**src/rtl/npc_pkg.sv**
```systemverilog
package npc_pkg;
  typedef enum logic [2:0] {
    BR_NONE    = 3'd0,
    BR_REG     = 3'd1,
    BR_REG_SUB = 3'd2,
    BR_RET_SUB = 3'd3,
    BR_RET_EXC = 3'd4
  } br_code_e;
endpackage

```
**src/rtl/npc_target.sv**
```systemverilog
module npc_target #(
  parameter int AW = 32
) (
  input  npc_pkg::br_code_e code,
  input  logic [AW-1:0]     pc,
  input  logic [AW-1:0]     rn,
  input  logic [AW-1:0]     pr,
  input  logic [AW-1:0]     spc,
  output logic              is_branch,
  output logic [AW-1:0]     target
);
  import npc_pkg::*;
  localparam logic [AW-1:0] SLOT_SKIP = AW'(4);

  always_comb begin
    is_branch = 1'b1;
    target    = '0;
    unique case (code)
      BR_REG, BR_REG_SUB: target = rn + pc + SLOT_SKIP;
      BR_RET_SUB:         target = pr;
      BR_RET_EXC:         target = spc;
      default:            is_branch = 1'b0;
    endcase
  end
endmodule

```
**src/rtl/npc_seq.sv**
```systemverilog
module npc_seq #(
  parameter int            AW       = 32,
  parameter logic [AW-1:0] RESET_PC = '0
) (
  input  logic          clk,
  input  logic          rst_n,
  input  logic          step,
  input  logic          is_branch,
  input  logic [AW-1:0] target,
  output logic [AW-1:0] pc_q,
  output logic          slot_q
);
  localparam logic [AW-1:0] INSN_BYTES = AW'(2);
  logic [AW-1:0] tgt_q;

  always_ff @(posedge clk) begin
    if (!rst_n) begin
      pc_q   <= RESET_PC;
      slot_q <= 1'b0;
      tgt_q  <= '0;
    end else if (step) begin
      if (slot_q) begin
        pc_q   <= tgt_q;
        slot_q <= 1'b0;
      end else begin
        pc_q <= pc_q + INSN_BYTES;
        if (is_branch) begin
          slot_q <= 1'b1;
          tgt_q  <= target;
        end
      end
    end
  end

  assert_advance_R2: assert property (@(posedge clk) disable iff (!rst_n)
    step && !slot_q && !is_branch |=> !slot_q && pc_q == $past(pc_q) + AW'(2));
  assert_open_slot_R8: assert property (@(posedge clk) disable iff (!rst_n)
    step && !slot_q && is_branch |=> slot_q && tgt_q == $past(target));
  assert_land_R9: assert property (@(posedge clk) disable iff (!rst_n)
    step && slot_q |=> !slot_q && pc_q == $past(tgt_q));
  assert_stall_R3: assert property (@(posedge clk) disable iff (!rst_n)
    !step |=> $stable(pc_q) && $stable(slot_q) && $stable(tgt_q));
endmodule

```
**src/rtl/npc_wb.sv**
```systemverilog
module npc_wb #(
  parameter int AW = 32,
  parameter int DW = 32
) (
  input  logic              clk,
  input  logic              rst_n,
  input  logic              step,
  input  logic              slot,
  input  logic              is_branch,
  input  npc_pkg::br_code_e code,
  input  logic [AW-1:0]     pc,
  input  logic [DW-1:0]     ssr,
  output logic              pr_we,
  output logic [AW-1:0]     pr_wdata,
  output logic              sr_we,
  output logic [DW-1:0]     sr_wdata,
  output logic              illegal
);
  import npc_pkg::*;
  logic accept;

  assign accept   = step && !slot;
  assign pr_we    = accept && (code == BR_REG_SUB);
  assign sr_we    = accept && (code == BR_RET_EXC);
  assign pr_wdata = pc + AW'(4);
  assign sr_wdata = ssr;
  assign illegal  = step && slot && is_branch;

  assert_no_write_illegal_R9: assert property (@(posedge clk) disable iff (!rst_n)
    illegal |-> !pr_we && !sr_we);
  assert_write_needs_step_R3: assert property (@(posedge clk) disable iff (!rst_n)
    (pr_we || sr_we || illegal) |-> step);
  assert_one_write_R5: assert property (@(posedge clk) disable iff (!rst_n)
    $onehot0({pr_we, sr_we}));
endmodule

```
**src/rtl/npc_unit.sv**
```systemverilog
module npc_unit #(
  parameter int            AW       = 32,
  parameter int            DW       = 32,
  parameter logic [AW-1:0] RESET_PC = AW'(32'hA000_0000)
) (
  input  logic          clk,
  input  logic          rst_n,
  input  logic          step,
  input  logic [2:0]    br_code,
  input  logic [AW-1:0] rn_val,
  input  logic [AW-1:0] pr_val,
  input  logic [AW-1:0] spc_val,
  input  logic [DW-1:0] ssr_val,
  output logic [AW-1:0] fetch_pc,
  output logic          in_slot,
  output logic          pr_we,
  output logic [AW-1:0] pr_wdata,
  output logic          sr_we,
  output logic [DW-1:0] sr_wdata,
  output logic          illegal_slot
);
  import npc_pkg::*;
  br_code_e      code;
  logic          is_branch;
  logic [AW-1:0] target;

  assign code = br_code_e'(br_code);

  npc_target #(.AW(AW)) u_target (
    .code(code), .pc(fetch_pc), .rn(rn_val), .pr(pr_val), .spc(spc_val),
    .is_branch(is_branch), .target(target)
  );

  npc_seq #(.AW(AW), .RESET_PC(RESET_PC)) u_seq (
    .clk(clk), .rst_n(rst_n), .step(step), .is_branch(is_branch),
    .target(target), .pc_q(fetch_pc), .slot_q(in_slot)
  );

  npc_wb #(.AW(AW), .DW(DW)) u_wb (
    .clk(clk), .rst_n(rst_n), .step(step), .slot(in_slot),
    .is_branch(is_branch), .code(code), .pc(fetch_pc), .ssr(ssr_val),
    .pr_we(pr_we), .pr_wdata(pr_wdata), .sr_we(sr_we), .sr_wdata(sr_wdata),
    .illegal(illegal_slot)
  );

  assert_reset_R1: assert property (@(posedge clk)
    !rst_n |=> fetch_pc == RESET_PC && !in_slot);
endmodule

```
**config.mk**
```make
export PLATFORM = sky130hd
export DESIGN_NAME = npc_unit
export DESIGN_NICKNAME = d
export VERILOG_FILES = /design/src/rtl/npc_pkg.sv /design/src/rtl/npc_target.sv /design/src/rtl/npc_seq.sv /design/src/rtl/npc_wb.sv /design/src/rtl/npc_unit.sv
export SDC_FILE = /design/constraint.sdc
export NUM_CORES = 1
export LEC_CHECK = 0
export BUFFER_PORTS_ARGS = -buffer_cell sky130_fd_sc_hd__buf_4
export CORE_ASPECT_RATIO = 1.4
export CORE_UTILIZATION = 45
export DETAILED_ROUTE_END_ITERATION = 16
export GPL_TIMING_DRIVEN = 0
export PLACE_DENSITY = 0.74
export SYNTH_ARGS = -nofsm -noshare
export SYNTH_HDL_FRONTEND = slang
export SYNTH_SLANG_ARGS = --single-unit
export TNS_END_PERCENT = 5
```
**constraint.sdc**
```tcl
create_clock -name clk -period 4.38 [get_ports clk]
set_clock_uncertainty 0.2 [all_clocks]
set_input_delay 0.876 -clock clk [delete_from_list [all_inputs] [get_ports clk]]
set_output_delay 0.876 -clock clk [all_outputs]
set_load 0.005 [all_outputs]
```
Word-level counts from Yosys, hierarchy flattened
Cells that the tools add are included.
Storage, ports and cells
  memories: 0
  flip-flop bits (word level): 65
  RAM bits: 0
  ROM bits: 0
  output and inout bits: 100
  latch bits: 0
Cells by class
  multiplexer cells: 5
  bitwise logic cells: 1
  equality and inequality tests: 4
  add/subtract/negate cells: 4
  divide/modulo/power cells: 0
  magnitude comparators: 0
  multiply operators: 0
  reduce and logical (&&, ||, !) cells: 9
  shifts and indexed selects: 0
Operator list (number)
  case mux 32 bit (3 select lines): 1
  adder 32 x 3 -> 32 bit (second input constant): 2
  adder 32 x 2 -> 32 bit (second input constant): 1
  adder 32 bit: 1
  2-to-1 mux 32 bit: 1
  equality test 3 x 2 -> 1 bit (second input constant): 2
  logical AND 1 bit: 5
  OR reduction 4 bit: 1
  equality test 3 x 1 -> 1 bit (second input constant): 1
  equality test 3 bit (second input constant): 1
  2-to-1 mux 1 bit: 3
  AND reduction 3 bit: 1
  OR reduction 2 bit: 1
  zero test 1 bit: 1
  inverter 1 bit: 1

Longest topological paths before layout
Gate-level depths: netlist (run 1).
  word-level depth: 5
  gate-level depth with buffers: 12
  gate-level depth less buffers: 12

Hierarchy
A second synthesis (run 1) with hierarchy kept.
Unflattened totals
  cells, all modules: 919
  area total of the unflattened synthesis: 6957.9 um2
By module, submodules not included
  npc_seq: area each 3331.9 um2, cells an instance 408, times used 1, sequential area each 1301.2 um2
  npc_target: area each 2735.1 um2, cells an instance 388, times used 1, sequential area each 0.0 um2
  npc_wb: area each 890.9 um2, cells an instance 123, times used 1, sequential area each 0.0 um2

Least setup slack after synthesis (run 1)
Ideal clock, no wire load.
  path type: input-to-reg
  start: in rn_val[1]
  end: reg u_seq.tgt_q[21]
  buffers on the path: 0
  required time: 4.058 ns
  setup slack: 0.865 ns
  setup time: 0.122 ns
  data arrival time: 3.193 ns
  cell stages on the path: 11
  path through: ha_1 ha_1 fa_1 a21oi_1 o211ai_2 a21oi_4 a21oi_1 a211o_1 a311oi_2 xor2_1 a21oi_1
Between the ends
  longest elaborated chain between the ends: 3
RTL lines
  start: declaration: RTL line npc_unit.sv:10  | input logic [AW-1:0] rn_val,
  adder 32 bit: RTL line npc_target.sv:19  | BR_REG, BR_REG_SUB: target = rn + pc + SLOT_SKIP;
  adder 32 x 3 -> 32 bit: RTL line npc_target.sv:19
  case mux 32 bit (3 select lines): RTL line npc_target.sv:18  | unique case (code)
  end signal: assignment: RTL line npc_seq.sv:29  | tgt_q <= target;
  end: declaration: RTL line npc_seq.sv:14  | logic [AW-1:0] tgt_q;
No other way between the ends.
A chain may end at the register's enable or synchronous reset.

Final worst setup path (run 1)
  start: in br_code[2]
  end: out sr_we
Between the ends
  longest elaborated chain between the ends: 2
RTL lines
  start: declaration: RTL line npc_unit.sv:9  | input logic [2:0] br_code,
  equality test 3 bit: RTL line npc_wb.sv:24  | assign sr_we = accept && (code == BR_RET_EXC);
  logical AND 1 bit: RTL line npc_wb.sv:24
  end: declaration: RTL line npc_unit.sv:18  | output logic sr_we,
No other way between the ends.

==> flow_metrics.py, run 1 <==
metrics = {
    "synthesis": {
        "synth_cells": 835,
        "ys_dominant_reg_cell": "dfxtp_1",
        "mappedNetlistArea_um2": 6390,
        "proportion_of_netlist_area_held_by_the_largest_area_contributor_pct": 20.4,
        "postSynthAreaPerCell_um2": 7.65,
        "postSynthRegisterBits": 65,
        "netlist.top_cell.by_area": "dfxtp_1",
        "yosysUniqueCellTypes": 74,
        "synth_edf_count": 0,
        "synth.top_cells.by_area": "dfxtp_1, ha_1, a21oi_1",
        "yosysWarningCount": 0,
        "syn_nets": 1033,
        "synth_sequential_area_ratio_pct": 20.4,
        "async_reset_ff_share_pct": 0,
    },
    "drt": {
        "postRouteAntennaNets": 0,
        "drt_iter0_drc": 564,
        "drt-total-wl_um": 23500,
        "route.detailed.vias_per_inst": 6.01,
        "detail_route.wl_per_cell_um": 19.1,
        "num_vias": 7417,
        "drt_drc_violations_left": 0,
        "drt_pass1_iterations": 7,
    },
    "placed_design": {
        "dp.cells": 1220,
        "gp_congestion": 0.967,
        "dp_worst_setup_slack_ns": 0.402,
        "place.port_buffers": 200,
        "dp_hpwl_um": 18800,
    },
    "sta": {
        "timing.fmax_ghz": 0.253,
        "post-route-period-util_pct": 90.1,
        "maxSlewViolCount": 0,
        "max_slew_margin_pct": 52.1,
        "hold_viol_final": 0,
        "period_minus_slack_ns": 3.95,
        "fin_setup_tns_ns": 0,
        "timing.hold.ws_ns": 0.263,
        "worstMarginPinSlew_ns": 0.719,
        "setup-violations-final": 0,
        "rsz_0062_raised_after_global_routing": "false",
        "timing.final.ws_setup_ns": 0.435,
    },
    "global_route": {
        "grt_pass1_wl_um": 35300,
        "grt_pass1_vias": 6880,
        "grt_antenna_before_repair": 0,
        "overall_global_routing_resource_usage_pct": 32.1,
        "grt_max_degree": 11,
        "global_route.overflow_total": 0,
    },
    "floorplan": {
        "chipWidth_um": 103,
        "i_o_pins": 234,
        "start_util_pct": 45.9,
        "num_rows": 51,
        "floorplan.die_area_um2": 14700,
        "floorplan.core_area_um2": 13900,
        "die-height_um": 143,
    },
    "clocking": {
        "clockRootBuffer": "clkbuf_16",
        "cts_tree": "done",
        "post_cts_sizing_count": 0,
        "cts_buffer_depth": 2,
        "tritoncts.num_buffers": 9,
        "cts_hold_buffers": 0,
        "clock_sinks": 65,
        "post-cts-setup-buffers": 0,
        "cts.clk_slew.worst_paths_ns": 0.05,
        "h-tree-depth": 3,
        "clock_latency_at_the_later_pin_of_the_worst_skew_pair_ns": 0.34,
    },
    "flow_run": {
        "max_cap_viol_count": 0,
    },
    "finish": {
        "finalCoreUtilization_pct": 60.4,
        "antennaDiodeCount": 0,
        "final_cell_count_no_fill": 1234,
        "nets": 1244,
        "post_route_cells_drive_above_1_share_pct": 27.5,
        "area_added_between_synthesis_and_finish_pct": 31.6,
    },
    "critical_path": {
        "cp_data_required_time_ns": 3.30,
        "path_class": "in2out",
        "worstRegToRegCells": 12,
        "reg2reg_to": "u_seq.tgt_q[29]$_SDFFE_PN0P_",
        "timing.critical_path.slowest_stage_cell": "buf_2",
        "critPathArrivalTime_ns": 2.87,
        "r2r_start": "u_seq.pc_q[2]$_SDFFE_PN0P_",
        "worst_setup_path_start_kind": "input pin",
        "worstPathCellList": "buf_4 -> clkbuf_1 -> and2_1 -> clkbuf_1 -> buf_2 -> clkbuf_1 -> nor2b_1 -> buf_4",
        "endpoint_kind": "output pin",
        "crit_path_frequent_cell": "clkbuf_1",
        "rrSetupSlack_ns": 0.86,
        "worstSetupStartpoint": "br_code[2]",
        "critical_path_fanouts_max": 10,
        "timing.critical_path.slowest_cell_delay_ns": 0.37,
    },
    "worst_hold_path": {
        "hold_path_startpoint": "u_seq.tgt_q[0]$_SDFFE_PN0P_",
        "worst_hold_path.endpoint": "u_seq.pc_q[0]$_SDFFE_PN0P_",
        "min_path_cells": 2,
        "hp-class": "reg2reg",
    },
    "power": {
        "powerDensity_nw_per_um2": 233,
        "power_leakage_uw": 0.00380,
        "vdd_ir_drop_max_uv": 182,
    },
    "outcome": {
        "outcome": "finished, final reports clean",
    },
}
[through the flow]
stage,cell area [um2],power [uW]
2_1_floorplan,6390,1000
3_3_place_gp,8120,1250
3_5_place_dp,8120,1250
4_1_cts,8410,1940
5_1_grt,8410,2030
6_report,8410,1960
[synth_stat cells, types with 3 or more instances]
library cell	instances
nor3_1	13
a21o_1	12
and4_1	3
or4_1	3
nand2_1	59
nand2b_1	5
and2_1	8
xor2_1	28
clkbuf_1	45
a31o_2	4
a21oi_1	81
a222oi_1	6
mux2i_1	8
and3_1	10
nand4_1	17
buf_2	8
buf_4	39
o221ai_1	13
nand3_2	3
o21a_1	6
a22oi_1	10
o211ai_1	3
or3_1	4
a211oi_1	8
a221o_1	4
nor2b_1	9
a311oi_1	3
ha_1	63
nand3_1	23
a31oi_1	6
dfxtp_1	65
inv_1	13
o21ai_0	61
o22ai_1	6
o32ai_1	3
mux2_2	3
xnor2_1	26
nor2_1	85
a221oi_1	30
[how the worst max path moves through the flow]
stage,endpoint,slack [ns],cells past startpoint
after global routing,sr_we,0.32,8
after floorplan,u_seq.tgt_q[21]$_SDFFE_PN0P_,0.87,11
after CTS,sr_we,0.50,8
final,sr_we,0.43,8
after global placement,u_seq.tgt_q[29]$_SDFFE_PN0P_,0.39,12
after detailed placement,u_seq.tgt_q[29]$_SDFFE_PN0P_,0.40,12
[per-layer routing]
| metal | up-vias | part of all wire, % | global-route usage, % |
|---|---|---|---|
| met5 | - | 0 | 0 |
| met1 | 3421 | 36 | 36.2 |
| li1 | 3503 | - | - |
| met3 | 88 | 8.2 | 4.21 |
| met2 | 405 | 48 | 55.6 |
| met4 | 0 | 7.1 | 21.3 |
[worst max-delay path: cells and delay by family]
family,cells,cell delay (ns)
simple gates,2,0.38
buf+inv,6,1.60
[flip-flops by register name, summed over array words and instances (netlist names)]
name,count
u_seq.slot_q,1
u_seq.pc_q,32
u_seq.tgt_q,32
[layout make-up]
class | instances | area [um2]
clock buffer | 11 | 243
sequential | 65 | 1300
fill | 1378 | 5500
clock inverter | 3 | 42.5
tap | 185 | 231
buffer | 94 | 510
timing repair buffer | 200 | 1500
multi-input combinational | 662 | 4520
inverter | 14 | 52.6
[kinds of logic after synthesis]
logic type | Yosys count | synth area share (%)
xor gates and xnor gates | 54 | 7.40
adders and majority gates | 64 | 12.7
buffers and inverters | 108 | 8.81
muxes | 11 | 1.78
AOI/OAI and AO/OA | 277 | 29.4
and+or+nand+nor | 256 | 19.6
DFF | 65 | 20.4
[layout by cell type, fill, tap and decap left out, types with 5 or more instances in the layout]
cell and n:
nor3_1 13, and3_1 10, o21a_1 6, xnor2_1 26, dfxtp_1 65, o22ai_1 6
nand3_1 23, nand4_1 17, clkbuf_16 9, a222oi_1 6, a211oi_1 8, inv_1 13
nand2_1 59, xor2_1 28, buf_4 239, a22oi_1 10, o221ai_1 13, a21oi_1 81
ha_1 63, nor2_1 85, nand2b_1 5, a31oi_1 6, a21o_1 12, a221oi_1 30
clkbuf_1 46, mux2i_1 8, and2_1 8, nor2b_1 9, o21ai_0 61, buf_2 8
[report_power, final]
| group | internal, uW | switching, uW |
|---|---|---|
| Sequential | 631 | 48.5 |
| Combinational | 269 | 302 |
| Clock | 448 | 262 |
(Power assumes the default switching activity.)
==> run 2: changes to the inputs <==
GPL_TIMING_DRIVEN = not set   (was 0)
PLACE_DENSITY = 0.77   (was 0.74)
==> flow_metrics.py, run 2 (synthesis results as in run 1) <==
metrics = {
    "outcome": {
        "outcome": "finished, final reports clean",
    },
    "drt": {
        "drt_pass1_iterations": 7,
        "postRouteAntennaNets": 0,
        "route.detailed.vias_per_inst": 6.24,
        "detailed_routing_wirelength_on_met1_um": 7950,
        "detail_route.wl_per_cell_um": 20.0,
        "drt_drc_violations_left": 0,
        "drt_iter0_drc": 544,
        "num_vias": 7043,
        "wl_met3_um": 1620,
        "wire_length_on_met2_um": 11300,
        "drt-total-wl_um": 22600,
        "maxUsedRoutingLayer": "met4",
    },
    "placed_design": {
        "post_dp_cell_area_um2": 7510,
        "place.port_buffers": 169,
        "dp.cells": 1112,
        "dp_hpwl_um": 17500,
        "gp_congestion": 0.976,
    },
    "finish": {
        "antennaDiodeCount": 0,
        "seq_area_um2": 1300,
        "postLayoutCellArea_um2": 7820,
        "post_route_cells_drive_above_1_share_pct": 24.4,
        "reg.largest.list": "u_seq.pc_q: 32 flops, u_seq.tgt_q: 32 flops, u_seq.slot_q: 1 flops",
        "fill_cells": 1366,
        "multi_input_comb_area_um2": 4530,
        "nets": 1136,
        "most_common_cell_after_layout_fill_and_taps_aside": "buf_4",
        "final_cell_count_no_fill": 1128,
        "mostFrequentLayoutCells": "buf_4, nor2_1, a21oi_1, dfxtp_1, ha_1",
        "area_added_between_synthesis_and_finish_pct": 22.4,
    },
    "critical_path": {
        "timing.critical_path.slowest_cell_delay_ns": 0.55,
        "timing.critical_path.slowest_stage_cell": "dfxtp_1",
        "cp_data_required_time_ns": 3.30,
        "worstPathCellList": "and3_1 -> and3_2 -> nand3_2 -> or2_0 -> nor4_2 -> xor2_1 -> buf_4",
        "worst_setup_path_start_kind": "register",
        "worst_path_dominant_cell_family": "simple AND/OR/NAND/NOR gates",
        "path_class": "reg2out",
        "endpoint_kind": "output pin",
        "critPathArrivalTime_ns": 2.64,
        "critical_path_fanouts_max": 7,
        "crit_buf_inv": 1,
    },
    "sta": {
        "period_minus_slack_ns": 3.71,
        "timing.fmax_ghz": 0.269,
        "maxSlewViolCount": 0,
        "timing.hold.ws_ns": 0.263,
        "setup-violations-final": 0,
        "worstMarginPinSlew_ns": 0.923,
        "post-route-period-util_pct": 84.8,
        "rsz_0062_raised_after_global_routing": "false",
        "max_slew_margin_pct": 38.4,
        "fin_setup_tns_ns": 0,
        "hold_viol_final": 0,
    },
    "clocking": {
        "cts_buffer_depth": 2,
        "cts.clk_slew.worst_paths_ns": 0.05,
        "tritoncts.num_buffers": 9,
        "post_cts_sizing_count": 0,
        "cts_hold_buffers": 0,
        "clock_latency_at_the_later_pin_of_the_worst_skew_pair_ns": 0.33,
        "post-cts-setup-buffers": 0,
        "clockRootBuffer": "clkbuf_16",
        "clock_sinks": 65,
        "h-tree-depth": 3,
        "cts_tree": "done",
    },
    "flow_run": {
        "max_cap_viol_count": 0,
    },
    "power": {
        "pwr-share-seq_pct": 34.7,
        "power_leakage_uw": 0.00347,
        "p_switching_uw": 590,
        "p_total_uw": 1950,
        "share_clk_of_total_power_pct": 38.8,
        "powerDensity_nw_per_um2": 249,
        "internal-power_uw": 1360,
        "switching_share_pct": 30.3,
        "power.share.combinational_pct": 26.5,
        "vdd_ir_drop_max_uv": 194,
    },
    "floorplan": {
        "die-height_um": 143,
        "floorplan.die_area_um2": 14700,
        "start_util_pct": 45.9,
        "i_o_pins": 234,
        "floorplan.core_area_um2": 13900,
        "num_rows": 51,
        "chipWidth_um": 103,
    },
    "worst_hold_path": {
        "hp-class": "reg2reg",
    },
    "global_route": {
        "grt_pass1_wl_um": 34200,
        "grt_antenna_before_repair": 0,
        "global_route.overflow_total": 0,
        "grt_max_degree": 44,
        "overall_global_routing_resource_usage_pct": 30.9,
        "grt_pass1_vias": 6690,
    },
}
run 2: path summary, 6_finish.rpt:
kind | from | end | slack (ns) | cells after the start
setup / recovery | u_seq.pc_q[9]$_SDFFE_PN0P_ | pr_wdata[31] | 0.67 | 7
hold / removal | u_seq.tgt_q[0]$_SDFFE_PN0P_ | u_seq.pc_q[0]$_SDFFE_PN0P_ | 0.26 | 2
setup reg to reg | u_seq.pc_q[2]$_SDFFE_PN0P_ | u_seq.tgt_q[21]$_SDFFE_PN0P_ | 0.96 | 12
hold reg to reg | u_seq.tgt_q[0]$_SDFFE_PN0P_ | u_seq.pc_q[0]$_SDFFE_PN0P_ | 0.26 | 2
run 2: metrics by stage:
step	setup WS [ns]	util, %
after floorplan	0.865	-
after global placement	0.565	54.0
after detailed placement	0.539	54.0
after CTS	0.666	56.2
after global routing	0.505	56.2
final	0.666	56.2
run 2: power groups by stage:
stage | sequential [uW] | combinational, uW | clock (uW)
global route | 679 | 568 | 781
detailed placement | 687 | 509 | 0
finish | 676 | 517 | 757
global placement | 685 | 502 | 0
CTS | 674 | 513 | 762
floorplan | 668 | 333 | 0
run 2: area by class of cell:
cell class,instances,share of cell area [%]
flip-flops and latches,65,16.6
well taps,185,2.96
clock buffers,10,2.93
repair buffers,186,17.9
inverters,14,0.672
multi-input cells,662,57.9
clock inverters,6,1.06
run 2: worst register-to-register path: cells and delay by family, from the launching register on:
kind                       cells  cell delay (ns)
AOI/OAI and AO/OA              7             1.45
DFF                            1             0.47
xor gates and xnor gates       1             0.19
adders and majority gates      2             0.77
buffers and inverters          2             0.21
run 2: metal layers:
layer  vias to the layer above  track usage, %
li1                       3300               -
met1                      3279            33.3
met2                       363            53.8
met3                       101            3.62
met4                         0            24.1
met5                         -               0
==> run 3: changes to the inputs <==
clock period = 3.8 ns   (was 4.38 ns; I/O delays follow)
==> flow_metrics.py, run 3 (synthesis results as in run 1) <==
metrics = {
    "outcome": {
        "outcome": "finished, final reports clean",
    },
    "critical_path": {
        "cp_data_required_time_ns": 2.84,
        "timing.critical_path.slowest_cell_delay_ns": 0.38,
        "critPathArrivalTime_ns": 2.53,
        "crit_path_frequent_cell": "buf_4",
        "endpoint_kind": "output pin",
        "crit_buf_inv": 2,
        "path_class": "reg2out",
        "critical_path_fanouts_max": 9,
        "worst_path_dominant_cell_family": "simple AND/OR/NAND/NOR gates",
        "worstPathCellList": "buf_4 -> and3_1 -> and3_2 -> nand3_2 -> or2_0 -> nor4_2 -> xor2_1 -> buf_4",
        "worst_setup_path_start_kind": "register",
        "timing.critical_path.slowest_stage_cell": "or2_0",
    },
    "clocking": {
        "post_cts_sizing_count": 0,
        "cts_tree": "done",
        "clockRootBuffer": "clkbuf_16",
        "tritoncts.num_buffers": 9,
        "post-cts-setup-buffers": 0,
        "h-tree-depth": 3,
        "cts_hold_buffers": 0,
        "clock_sinks": 65,
        "cts.clk_slew.worst_paths_ns": 0.06,
        "clock_latency_at_the_later_pin_of_the_worst_skew_pair_ns": 0.34,
        "cts_buffer_depth": 2,
    },
    "power": {
        "power_leakage_uw": 0.00355,
        "powerDensity_nw_per_um2": 298,
        "vdd_ir_drop_max_uv": 232,
    },
    "finish": {
        "area_added_between_synthesis_and_finish_pct": 24.4,
        "nets": 1148,
        "mostFrequentLayoutCells": "buf_4, nor2_1, a21oi_1, dfxtp_1, ha_1",
        "most_common_cell_after_layout_fill_and_taps_aside": "buf_4",
        "antennaDiodeCount": 0,
        "reg.largest.list": "u_seq.pc_q: 32 flops, u_seq.tgt_q: 32 flops, u_seq.slot_q: 1 flops",
        "post_route_cells_drive_above_1_share_pct": 25.3,
    },
    "drt": {
        "drt_iter0_drc": 544,
        "route.detailed.vias_per_inst": 6.32,
        "drt_drc_violations_left": 0,
        "detail_route.wl_per_cell_um": 20.9,
        "drt_pass1_iterations": 7,
        "num_vias": 7200,
        "postRouteAntennaNets": 0,
        "drt-total-wl_um": 23900,
    },
    "global_route": {
        "global_route.overflow_total": 0,
        "grt_pass1_vias": 6912,
        "grt_pass1_wl_um": 36000,
        "overall_global_routing_resource_usage_pct": 32.9,
        "grt_max_degree": 44,
        "grt_antenna_before_repair": 0,
    },
    "placed_design": {
        "place.port_buffers": 169,
        "gp_congestion": 0.966,
        "dp_hpwl_um": 18400,
    },
    "worst_hold_path": {
        "hp-class": "reg2reg",
    },
    "floorplan": {
        "i_o_pins": 234,
        "chipWidth_um": 103,
        "die-height_um": 143,
        "start_util_pct": 45.9,
        "floorplan.core_area_um2": 13900,
        "floorplan.die_area_um2": 14700,
        "num_rows": 51,
    },
    "flow_run": {
        "max_cap_viol_count": 0,
    },
    "sta": {
        "timing.hold.ws_ns": 0.264,
        "timing.fmax_ghz": 0.287,
        "post-route-period-util_pct": 91.7,
        "maxSlewViolCount": 0,
        "hold_viol_final": 0,
        "rsz_0062_raised_after_global_routing": "false",
        "max_slew_margin_pct": 50.3,
        "setup-violations-final": 0,
        "period_minus_slack_ns": 3.49,
        "fin_setup_tns_ns": 0,
        "worstMarginPinSlew_ns": 0.742,
    },
}
[run 3: layout make-up]
type / instances / area, um2
Fill cell: 1366 / 5960
Multi-Input combinational cell: 662 / 4530
Timing Repair Buffer: 198 / 1490
Sequential cell: 65 / 1300
Tap cell: 185 / 231
Clock buffer: 10 / 229
Clock inverter: 6 / 116
Inverter: 14 / 52.6
[run 3: tightest hold or removal path, delay by kind of cell (launching register included)]
kind | cells | cell delay, ns
flip-flops | 1 | 0.31
AND/OR/NAND/NOR | 1 | 0.05
AO/OA/AOI/OAI | 1 | 0.05
[run 3: power breakdown]
part	total [uW]	switching, uW	internal (uW)	leakage (uW)
clock network	982	338	645	0.000167
logic	612	338	275	0.00285
registers	777	50.2	727	0.000531
[run 3: final timing paths]
kind                          startpoint                            to  slack, ns  depth (start not counted)
max reg2reg  u_seq.pc_q[10]$_SDFFE_PN0P_  u_seq.tgt_q[25]$_SDFFE_PN0P_       0.53                         10
min reg2reg  u_seq.tgt_q[0]$_SDFFE_PN0P_    u_seq.pc_q[0]$_SDFFE_PN0P_       0.26                          2
max           u_seq.pc_q[7]$_SDFFE_PN0P_                  pr_wdata[31]       0.31                          8
min          u_seq.tgt_q[0]$_SDFFE_PN0P_    u_seq.pc_q[0]$_SDFFE_PN0P_       0.26                          2
[run 3: stage by stage]
| stage | instances | total power, uW | cell area, um2 | setup slack [ns] | util [%] |
|---|---|---|---|---|---|
| after global placement | 1124 | 1380 | 7600 | 0.121 | 54.6 |
| after global routing | 1140 | 2450 | 7950 | 0.156 | 57.1 |
| after CTS | 1140 | 2360 | 7950 | 0.310 | 57.1 |
| final | 1140 | 2370 | 7950 | 0.315 | 57.1 |
| after detailed placement | 1124 | 1390 | 7600 | 0.0727 | 54.6 |
| after floorplan | 835 | 1150 | 6390 | 0.401 | - |
[run 3: metal layers]
layer | share of wire [%] | global-route usage, %
met5 | 0 | 0
met4 | 9.4 | 29.5
met3 | 8.2 | 5.24
met2 | 49 | 56.6
met1 | 33 | 33.6
